## src/rtl/clk_ctrl_pkg.sv

```systemverilog
package clk_ctrl_pkg;
  localparam int DIV_W    = 3;
  localparam int DIV_MAX  = 4;
  localparam int CNT_W    = DIV_MAX + 2;
  localparam int REG_W    = 8;
  localparam int FAST_BIT = 4;
  localparam int PEND_BIT = 3;
  localparam int OK_BIT   = 5;

  typedef enum logic [1:0] {
    PM_ACTIVE = 2'b00,
    PM_SLEEP  = 2'b01,
    PM_LCD    = 2'b10,
    PM_RSVD   = 2'b11
  } pwr_mode_e;

  // Bring a divider code into the legal range.
  function automatic logic [DIV_W-1:0] clamp_div(input logic [DIV_W-1:0] v);
    return (v > DIV_W'(DIV_MAX)) ? DIV_W'(DIV_MAX) : v;
  endfunction

  // Terminal count of a period of 2^(d+2) master cycles.
  function automatic logic [CNT_W-1:0] last_count(input logic [DIV_W-1:0] d);
    logic [CNT_W-1:0] one;
    one = CNT_W'(1);
    return (one << (d + DIV_W'(2))) - CNT_W'(1);
  endfunction

  // Processor clock level for a count: high in the second half of the period.
  function automatic logic half_level(input logic [CNT_W-1:0] c,
                                      input logic [DIV_W-1:0] d);
    logic [CNT_W-1:0] sh;
    sh = c >> (d + DIV_W'(1));
    return sh[0];
  endfunction

  // PLL must run in active mode, and in LCD mode when boost is on.
  function automatic logic pll_should_run(input pwr_mode_e m, input logic boost);
    case (m)
      PM_ACTIVE: return 1'b1;
      PM_LCD:    return boost;
      default:   return 1'b0;
    endcase
  endfunction
endpackage

```

## src/rtl/clk_ctrl_pll.sv

```systemverilog
module clk_ctrl_pll
  import clk_ctrl_pkg::*;
(
  input  logic       clk,
  input  logic       rst_n,
  input  logic [1:0] pwr_mode,
  input  logic       lcd_boost_en,
  input  logic       pll_lock_in,
  output logic       pll_en,
  output logic       pll_ok
);
  logic      en_q;
  logic      lock_q;
  pwr_mode_e mode;

  assign mode = pwr_mode_e'(pwr_mode);

  always_ff @(posedge clk or negedge rst_n) begin
    if (!rst_n) begin
      en_q   <= 1'b0;
      lock_q <= 1'b0;
    end else begin
      en_q   <= pll_should_run(mode, lcd_boost_en);
      lock_q <= pll_lock_in;
    end
  end

  assign pll_en = en_q;
  assign pll_ok = lock_q & en_q;
endmodule

```

## src/rtl/clk_ctrl_regs.sv

```systemverilog
module clk_ctrl_regs
  import clk_ctrl_pkg::*;
(
  input  logic             clk,
  input  logic             rst_n,
  input  logic             wr_en,
  input  logic             wr_fast,
  input  logic [DIV_W-1:0] wr_div,
  input  logic             pll_en,
  input  logic             pll_ok,
  output logic             fast_q,
  output logic             pend_q,
  output logic [DIV_W-1:0] div_q,
  output logic [DIV_W-1:0] div_next
);
  logic pend_val_q;
  logic release_evt;

  assign release_evt = pend_q & pll_ok & ~wr_en;
  assign div_next    = wr_en ? clamp_div(wr_div) : div_q;

  always_ff @(posedge clk or negedge rst_n) begin
    if (!rst_n) begin
      fast_q     <= 1'b0;
      pend_q     <= 1'b0;
      pend_val_q <= 1'b0;
      div_q      <= '0;
    end else begin
      div_q <= div_next;
      if (wr_en) begin
        if (pll_ok) begin
          fast_q <= wr_fast;
          pend_q <= 1'b0;
        end else begin
          pend_q     <= 1'b1;
          pend_val_q <= wr_fast;
        end
      end else if (release_evt) begin
        fast_q <= pend_val_q;
        pend_q <= 1'b0;
      end
      if (!pll_en) begin
        fast_q <= 1'b0;
      end
    end
  end
endmodule

```

## src/rtl/clk_ctrl_mpu_div.sv

```systemverilog
module clk_ctrl_mpu_div
  import clk_ctrl_pkg::*;
(
  input  logic             clk,
  input  logic             rst_n,
  input  logic [DIV_W-1:0] div_next,
  output logic             mpu_clk,
  output logic             mpu_tick
);
  logic [CNT_W-1:0] cnt_q, cnt_d;
  logic [DIV_W-1:0] act_q, act_d;
  logic             clk_q;
  logic             wrap;

  assign wrap  = (cnt_q == last_count(act_q));
  assign act_d = wrap ? div_next : act_q;
  assign cnt_d = wrap ? '0 : cnt_q + CNT_W'(1);

  always_ff @(posedge clk or negedge rst_n) begin
    if (!rst_n) begin
      cnt_q <= '0;
      act_q <= '0;
      clk_q <= 1'b0;
    end else begin
      cnt_q <= cnt_d;
      act_q <= act_d;
      clk_q <= half_level(cnt_d, act_d);
    end
  end

  assign mpu_clk  = clk_q;
  assign mpu_tick = wrap;
endmodule

```

## src/rtl/clk_ctrl_emu_div.sv

```systemverilog
module clk_ctrl_emu_div (
  input  logic clk,
  input  logic rst_n,
  input  logic emu_en,
  output logic emu_clk
);
  logic tog_q;

  always_ff @(posedge clk or negedge rst_n) begin
    if (!rst_n) tog_q <= 1'b0;
    else        tog_q <= emu_en ? ~tog_q : 1'b0;
  end

  assign emu_clk = tog_q;
endmodule

```

## src/rtl/clk_ctrl_unit.sv

```systemverilog
module clk_ctrl_unit
  import clk_ctrl_pkg::*;
(
  input  logic             clk,
  input  logic             rst_n,
  input  logic             wr_en,
  input  logic [REG_W-1:0] wr_data,
  output logic [REG_W-1:0] rd_data,
  input  logic [1:0]       pwr_mode,
  input  logic             lcd_boost_en,
  input  logic             emu_en,
  input  logic             pll_lock_in,
  output logic             pll_en,
  output logic             pll_fast_req,
  output logic             pll_ok,
  output logic             mpu_clk,
  output logic             mpu_tick,
  output logic             emu_clk
);
  logic             fast_q;
  logic             pend_q;
  logic [DIV_W-1:0] div_q;
  logic [DIV_W-1:0] div_next;
  logic             unused_wr_bits;

  assign unused_wr_bits = ^{wr_data[REG_W-1:FAST_BIT+1], wr_data[FAST_BIT-1:DIV_W]};

  clk_ctrl_pll u_pll (
    .clk          (clk),
    .rst_n        (rst_n),
    .pwr_mode     (pwr_mode),
    .lcd_boost_en (lcd_boost_en),
    .pll_lock_in  (pll_lock_in),
    .pll_en       (pll_en),
    .pll_ok       (pll_ok)
  );

  clk_ctrl_regs u_regs (
    .clk      (clk),
    .rst_n    (rst_n),
    .wr_en    (wr_en),
    .wr_fast  (wr_data[FAST_BIT]),
    .wr_div   (wr_data[DIV_W-1:0]),
    .pll_en   (pll_en),
    .pll_ok   (pll_ok),
    .fast_q   (fast_q),
    .pend_q   (pend_q),
    .div_q    (div_q),
    .div_next (div_next)
  );

  clk_ctrl_mpu_div u_mdiv (
    .clk      (clk),
    .rst_n    (rst_n),
    .div_next (div_next),
    .mpu_clk  (mpu_clk),
    .mpu_tick (mpu_tick)
  );

  clk_ctrl_emu_div u_edv (
    .clk     (clk),
    .rst_n   (rst_n),
    .emu_en  (emu_en),
    .emu_clk (emu_clk)
  );

  always_comb begin
    rd_data              = '0;
    rd_data[DIV_W-1:0]   = div_q;
    rd_data[PEND_BIT]    = pend_q;
    rd_data[FAST_BIT]    = fast_q;
    rd_data[OK_BIT]      = pll_ok;
  end

  assign pll_fast_req = fast_q;
endmodule

```

## config.mk

```make
export PLATFORM = sky130hd
export DESIGN_NAME = clk_ctrl_unit
export DESIGN_NICKNAME = d
export VERILOG_FILES = /design/src/rtl/clk_ctrl_pkg.sv /design/src/rtl/clk_ctrl_pll.sv /design/src/rtl/clk_ctrl_regs.sv /design/src/rtl/clk_ctrl_mpu_div.sv /design/src/rtl/clk_ctrl_emu_div.sv /design/src/rtl/clk_ctrl_unit.sv
export SDC_FILE = /design/constraint.sdc
export NUM_CORES = 1
export LEC_CHECK = 0
export CAP_MARGIN = 20
export CORE_MARGIN = 4
export CORE_UTILIZATION = 25
export DETAILED_ROUTE_END_ITERATION = 10
export GPL_TIMING_DRIVEN = 0
export PLACE_DENSITY_LB_ADDON = 0.1
export RECOVER_POWER = 50
export SLEW_MARGIN = 0
export SYNTH_ARGS = -nofsm -noshare
export SYNTH_HDL_FRONTEND = slang
export SYNTH_HIERARCHICAL = 1
export SYNTH_SLANG_ARGS = --single-unit
```

## constraint.sdc

```tcl
create_clock -name clk -period 4.85 [get_ports clk]
set_input_delay 0.97 -clock clk [delete_from_list [all_inputs] [get_ports clk]]
set_output_delay 0.97 -clock clk [all_outputs]
set_load 0.01 [all_outputs]
```

==> metrics.md, run 1 <==
| Metric | Value |
|---|---|
| Kind of end point of the critical path | output port |
| Clk root buf | clkbuf_8 |
| Hold path depth | 1 |
| Worst vdd ir | between 0.2 and 0.25 mV |
| DR vias | 730 |
| CP max FO | 10 |
| Clock sink count | 19 |
| Via density per instance | 4.195 |
| Vias in the first global route | ~790 |
| Buffer depth of the longest clock path | 2 |
| WHS Endpoint | u_edv/emu_clk$_DFF_PN0_ |
| Gpl congestion | around 0.73 |
| RSZ-0062 raised after global routing | false |
| Chip Width | between 70 and 80 µm |
| Post-synthesis simple-gate area fraction | 18.82% |
| Pint | 450.9 µW |
| Worst R2R Path Depth | 9 |
| Dpl hpwl | 1.562 mm |
| Yosys top cell by area | dfrtp_1 |
| Die height | 73.03 µm |
| Post-CTS setup buffer count | 0 |
| Required time of the critical path | 3.88 ns |
| Synthesized-area fraction occupied by adder cells | under 10% |
| Grt ovf | 0 |
| Yosys reg bits | 19 |
| Initial DRT Pass Iterations | 2 |
| Starting DRT DRC Count | 11 |
| Core Footprint | 4058 µm² |
| Status | completed |
| Register share of total power | 35.5% |
| Synth Warn # | 6 |
| Share of layout cells above drive strength 1 | 16.94% |
| Top post-synthesis cells by area | dfrtp_1, buf_4, mux2_4 |
| Pin count of the biggest net entering global routing | 20 |
| Slew margin rel. | roughly 40% |
| CTS Buf Count | 3 |
| Top cell type's share of synthesized area | 44.97% |
| Worst slack at placement | 1.724 ns |
| CP Launch Type | register |
| Detailed Route WL | 2.049 mm |
| DRC violations left | 0 |
| R2R Setup Slk | 2.55 ns |
| Tightest Pin Transition | 0.8943 ns |
| First-pass GRT wire length | 3.712 mm |
| Largest family of logic cells by synthesized area | simple AND/OR/NAND/NOR gates |
| Clk_skew | 0.002339 ns |
| Max-slew violations | 0 |
| Final net count | approximately 140 |
| Area growth from synthesis to layout | 29.23% |
| Final Cycle Share | 75.37% |
| Syn Inst Count | 97 |
| Hold Path Class | reg -> reg |
| Clk_lat worst skew | 0.25 ns |
| PnR worst setup slack | 1.194 ns |
| Num ports | 30 |
| Die Footprint | 5333 µm² |
| M2 GR Usage | approximately 15% |
| Static Leak | 0.0005937 µW |
| Fmax | 0.2735 GHz |
| CTS tree | built |
| Top Usage Layer GRT | met2 |
| Logic pwr share | 48.9% |
| Synth cell types | 33 |
| Initial antenna violation count | 0 |
| Syn_area_per_cell | about 11 µm² |
| Fraction of registers with async set/reset | 100.0% |
| Final-layout fill cell count | 425 |
| Mux cell area share after synthesis | 8.284% |
| P per Cell Area | slightly above 500 nW/µm² |
| Site Rows | 23 |
| Detail Route Antenna Nets | 0 |
| Count leader, synth | dfrtp_1 |
| Synthesized area | between 1000 and 1500 µm² |
| Max Cap Violations | 0 |
| H-tree depth | 1 |
| Worst-path clk slew | 0.07 ns |
| Hold wc startpoint | u_edv/emu_clk$_DFF_PN0_ |
| Final setup viols | 0 |
| Synth top cells by count | dfrtp_1, nor2_1, nand2_1 |
| ANT cells | 0 |
| Fin. Hold Viols | 0 |
| Worst reg2reg path endpoint | u_mdiv/act_q[0]$_DFF_PN0_ |
| Sw power | around 250 µW |
| WL per Instance | roughly 12 µm |
| Post-synth EDFFs | 0 |
| Primary FF master, synth | dfrtp_1 |
| # port buffers | 22 |
| Clk pwr share | 15.6% |
| GRT Total Usage | 9.013% |
| Arrival @ worst endpoint | roughly 2.7 ns |
| Crit path kind | reg -> out |
| RR Startpoint | u_mdiv/act_q[1]$_DFF_PN0_ |
| PostCTS Resize Cnt | 0 |
| CTS Hold Buffers Added | 0 |
| Met1 GRT Util | between 10 and 15% |
| Min cycle time layout | 3.656 ns |
| Seq/Total Area, Yosys | 44.97% |
| Post-synthesis compound-gate area fraction | 6.627% |
| Initial Utilization | 26.06% |
| Met3 Use GR | under 10% |
| Setup TNS | 0 ns |
| Synth Area in XOR/XNOR | 8.166% |
| Sw Share | 35.35% |
per-layer routing:
layer  wire [µm]  vias to the layer above
met5           0                        -
met4          22                        0
met3         115                        2
met2         989                       16
met1         921                      341
li1            -                      371
placed cells by master (no fill, tap or decap), types with 4 or more instances in the layout:
cell,n
dlygate4sd3_1,6
nor2_1,9
nor3_1,4
xnor2_1,5
dfrtp_1,19
inv_1,5
clkdlybuf4s50_1,16
nand2_1,8
buf_4,5
worst max-delay path, stage by stage, from the launching register on:
cell and delay, ns:
dfrtp_1 0.35, clkbuf_1 0.36, inv_1 0.11, ha_1 0.35
nand2b_1 0.11, nand2_1 0.06, o22ai_1 0.15, and3_2 0.23
buf_6 0.15, clkdlybuf4s50_1 0.54
flip-flops by register name (all words and copies together) (netlist names):
name,cells
u_regs/pend_q,1
u_mdiv/act_q,3
u_edv/emu_clk,1
u_regs/pend_val_q,1
u_regs/fast_q,1
u_pll/lock_q,1
u_regs/div_q,3
u_mdiv/mpu_clk,1
u_mdiv/cnt_q,6
u_pll/pll_en,1
power groups by stage:
stage          clock network, µW  logic, µW  registers (µW)
2_1_floorplan                  0        273             244
3_3_place_gp                   0        352             252
3_5_place_dp                   0        353             251
4_1_cts                      116        355             248
5_1_grt                      122        389             255
6_report                     109        341             247
final cells by class:
class / instances / area [µm²] / area share, %
multi-input combinational: 65 / 476.7 / 34.89
clock buffer: 4 / 45.04 / 3.297
timing repair buffer: 22 / 220.2 / 16.12
buffer: 9 / 67.56 / 4.945
sequential: 19 / 475.5 / 34.80
tap: 50 / 62.56 / 4.579
inverter: 5 / 18.77 / 1.374
how the worst max path moves through the flow:
stage,startpoint,to,slack (ns)
after detailed placement,u_mdiv/act_q[1]$_DFF_PN0_,mpu_tick,1.72
after floorplan,u_mdiv/act_q[1]$_DFF_PN0_,mpu_tick,2.40
after global placement,u_mdiv/act_q[1]$_DFF_PN0_,mpu_tick,1.73
final,u_mdiv/act_q[1]$_DFF_PN0_,mpu_tick,1.19
after CTS,u_mdiv/act_q[1]$_DFF_PN0_,mpu_tick,1.43
after global routing,u_mdiv/act_q[1]$_DFF_PN0_,mpu_tick,0.99
cell families after synthesis:
family,after synthesis
AOI/OAI and AO/OA,10
xor gates and xnor gates,9
adders and majority gates,3
buffers and inverters,14
DFF,19
muxes,7
other,1
and+or+nand+nor,34
stage by stage:
stage / cell area (µm²) / utilization, % / instances / power, µW / hold WS, ns
after floorplan: 1061 / - / 98 / 517.2 / 0.4741
after global placement: 1344 / 33.12 / 170 / 603.7 / 0.4558
after global routing: 1366 / 33.67 / 174 / 765.9 / 0.4851
final: 1366 / 33.67 / 174 / 697.4 / 0.4747
after CTS: 1389 / 34.23 / 174 / 718.9 / 0.4761
after detailed placement: 1344 / 33.12 / 170 / 604.2 / 0.4581
No activity file was read; power rests on OpenSTA's default activity.
==> run 2, diff against run 1 <==
Clock period 4.85 ns to 3.7 ns, I/O delays scaled along.
==> run 2 against run 1 <==
First-iteration DRC count unchanged. Largest cell class unchanged. Critical path depth unchanged. Final cell count is the same. Via count down 0.27%. Combinational power up 34%. Design area increased by 1.4%. Non-clock buffer count is the same. Setup slack got worse by 0.66 ns. Sequential cell count did not move. Core utilization up 0.46 points.
==> metrics.md, run 2 (same netlist as run 1, synthesis figures left out) <==
| Metric | Value |
|---|---|
| Required time of the critical path | 2.96 ns |
| Tightest Pin Transition | 0.8924 ns |
| Max-slew violations | 0 |
| Worst vdd ir | 0.2767 mV |
| Final-layout fill cell count | ~420 |
| Num ports | 30 |
| WHS | 0.4747 ns |
| GRT Total Usage | a little under a tenth |
| Commonest non-fill, non-tap cell in the layout | dfrtp_1 |
| H-tree depth | 1 |
| Final instance area | between 1000 and 1500 µm² |
| Placed inst area | 1344 µm² |
| Gpl congestion | roughly 0.73 |
| Clk root buf | clkbuf_8 |
| Core Footprint | 4058 µm² |
| Fin. Hold Viols | 0 |
| Via density per instance | 4.184 |
| Register share of total power | 35.2% |
| Logic pwr share | 49.4% |
| P per Cell Area | 666.8 nW/µm² |
| Grt ovf | 0 |
| Sw Share | a little over a third |
| Critical path origin | u_mdiv/act_q[1]$_DFF_PN0_ |
| RSZ-0062 raised after global routing | false |
| DRC violations left | 0 |
| Clk_lat worst skew | 0.25 ns |
| Area growth from synthesis to layout | 31.01% |
| DR vias | 728 |
| Die height | 73.03 µm |
| # port buffers | 22 |
| Hold wc startpoint | u_edv/emu_clk$_DFF_PN0_ |
| CTS tree | built |
| Worst-path clk slew | 0.07 ns |
| Chip Width | approximately 73 µm |
| Min cycle time layout | 3.168 ns |
| Fmax | ~0.32 GHz |
| CP Launch Type | register |
| Arrival @ worst endpoint | 2.43 ns |
| Kind of end point of the critical path | output port |
| Detailed Route WL | ~2 mm |
| Max reg flops | 6 |
| Vias in the first global route | 786 |
| Clock sink count | 19 |
| Post-CTS setup buffer count | 0 |
| WL per Instance | 11.84 µm |
| CTS Buf Count | 3 |
| Slew margin rel. | 40.31% |
| CP max FO | 10 |
| Crit path kind | reg -> out |
| Commonest cells after routing, fill and taps aside | dfrtp_1, clkdlybuf4s50_1, nor2_1, nand2_1 |
| Seq. cell area | about 480 µm² |
| First-pass GRT wire length | roughly 3.7 mm |
| Initial antenna violation count | 0 |
| Setup TNS | 0 ns |
| Hold Path Class | reg -> reg |
| Starting DRT DRC Count | 11 |
| ANT cells | 0 |
| Die Footprint | 5333 µm² |
| Clk_skew | 0.002427 ns |
| Initial Utilization | 26.06% |
| RR Startpoint | u_mdiv/act_q[1]$_DFF_PN0_ |
| Max Cap Violations | 0 |
| Site Rows | 23 |
| Biggest regs | u_mdiv/cnt_q: 6 flops, u_mdiv/act_q: 3 flops, u_regs/div_q: 3 flops |
| Sw power | ~330 µW |
| Pint | 597.3 µW |
| Final net count | 144 |
| PostCTS Resize Cnt | 0 |
| Buffer depth of the longest clock path | 2 |
| Area occupied by multi-input gates | 484.2 µm² |
| Final Cycle Share | 85.63% |
| Pin count of the biggest net entering global routing | 20 |
| Share of layout cells above drive strength 1 | a little under a fifth |
| Top reg by flops | u_mdiv/cnt_q |
| Initial DRT Pass Iterations | 2 |
| Clk pwr share | ~15% |
| Detail Route Antenna Nets | 0 |
| CTS Hold Buffers Added | 0 |
| Static Leak | 0.0006019 µW |
| Status | completed |
| Final setup viols | 0 |
| Dpl hpwl | approximately 1.6 mm |
==> run 2: power groups by stage <==
stage	clock network, µW	logic (µW)	registers (µW)
floorplan	0	358	320
global placement	0	461	330
detailed placement	0	463	329
CTS	152	465	325
global route	160	519	335
finish	143	456	325
==> run 2: final timing paths <==
| kind | endpoint | depth (start not counted) | slack (ns) |
|---|---|---|---|
| worst max register to register | u_mdiv/act_q[0]$_DFF_PN0_ | 9 | 1.65 |
| worst min-delay path | u_edv/emu_clk$_DFF_PN0_ | 1 | 0.47 |
| min in group asynchronous | u_mdiv/act_q[1]$_DFF_PN0_ | 1 | 1.05 |
| worst max-delay path | mpu_tick | 9 | 0.53 |
| max in group asynchronous | u_pll/lock_q$_DFF_PN0_ | 1 | 2.10 |
| worst min register to register | u_edv/emu_clk$_DFF_PN0_ | 1 | 0.47 |
==> run 2: per-layer routing <==
layer	part of all wire [%]	global-route usage, %	vias up
li1	-	-	371
met1	45	11.15	339
met2	48	14.60	16
met3	5.6	3.444	2
met4	1.1	2.459	0
met5	0	0	-
==> run 2: metrics by stage <==
stage | util (%) | worst slack (ns) | total power (µW) | std cells
3_3_place_gp | 33.12 | 0.8116 | 791.3 | 170
5_1_grt | 34.14 | 0.3651 | 1014 | 174
3_5_place_dp | 33.12 | 0.8036 | 791.9 | 170
6_report | 34.14 | 0.5318 | 923.5 | 174
2_1_floorplan | - | 1.483 | 677.9 | 98
4_1_cts | 34.23 | 0.5122 | 942.3 | 174
==> run 2: layout make-up <==
class / count / area share, %
plain buffers: 9 / 5.691
clock buffers: 4 / 3.252
inverters: 5 / 1.355
flip-flops and latches: 19 / 34.33
multi-input cells: 65 / 34.96
well taps: 50 / 4.517
repair buffers: 22 / 15.90
==> run 2: critical path, stage by stage (launching register included) <==
cell and delay (ns):
dfrtp_1 0.36, buf_4 0.17, inv_1 0.07, ha_1 0.33, nand2b_1 0.11, nand2_1 0.06, o22ai_1 0.17, and3_4 0.22
buf_6 0.14, clkdlybuf4s50_1 0.54
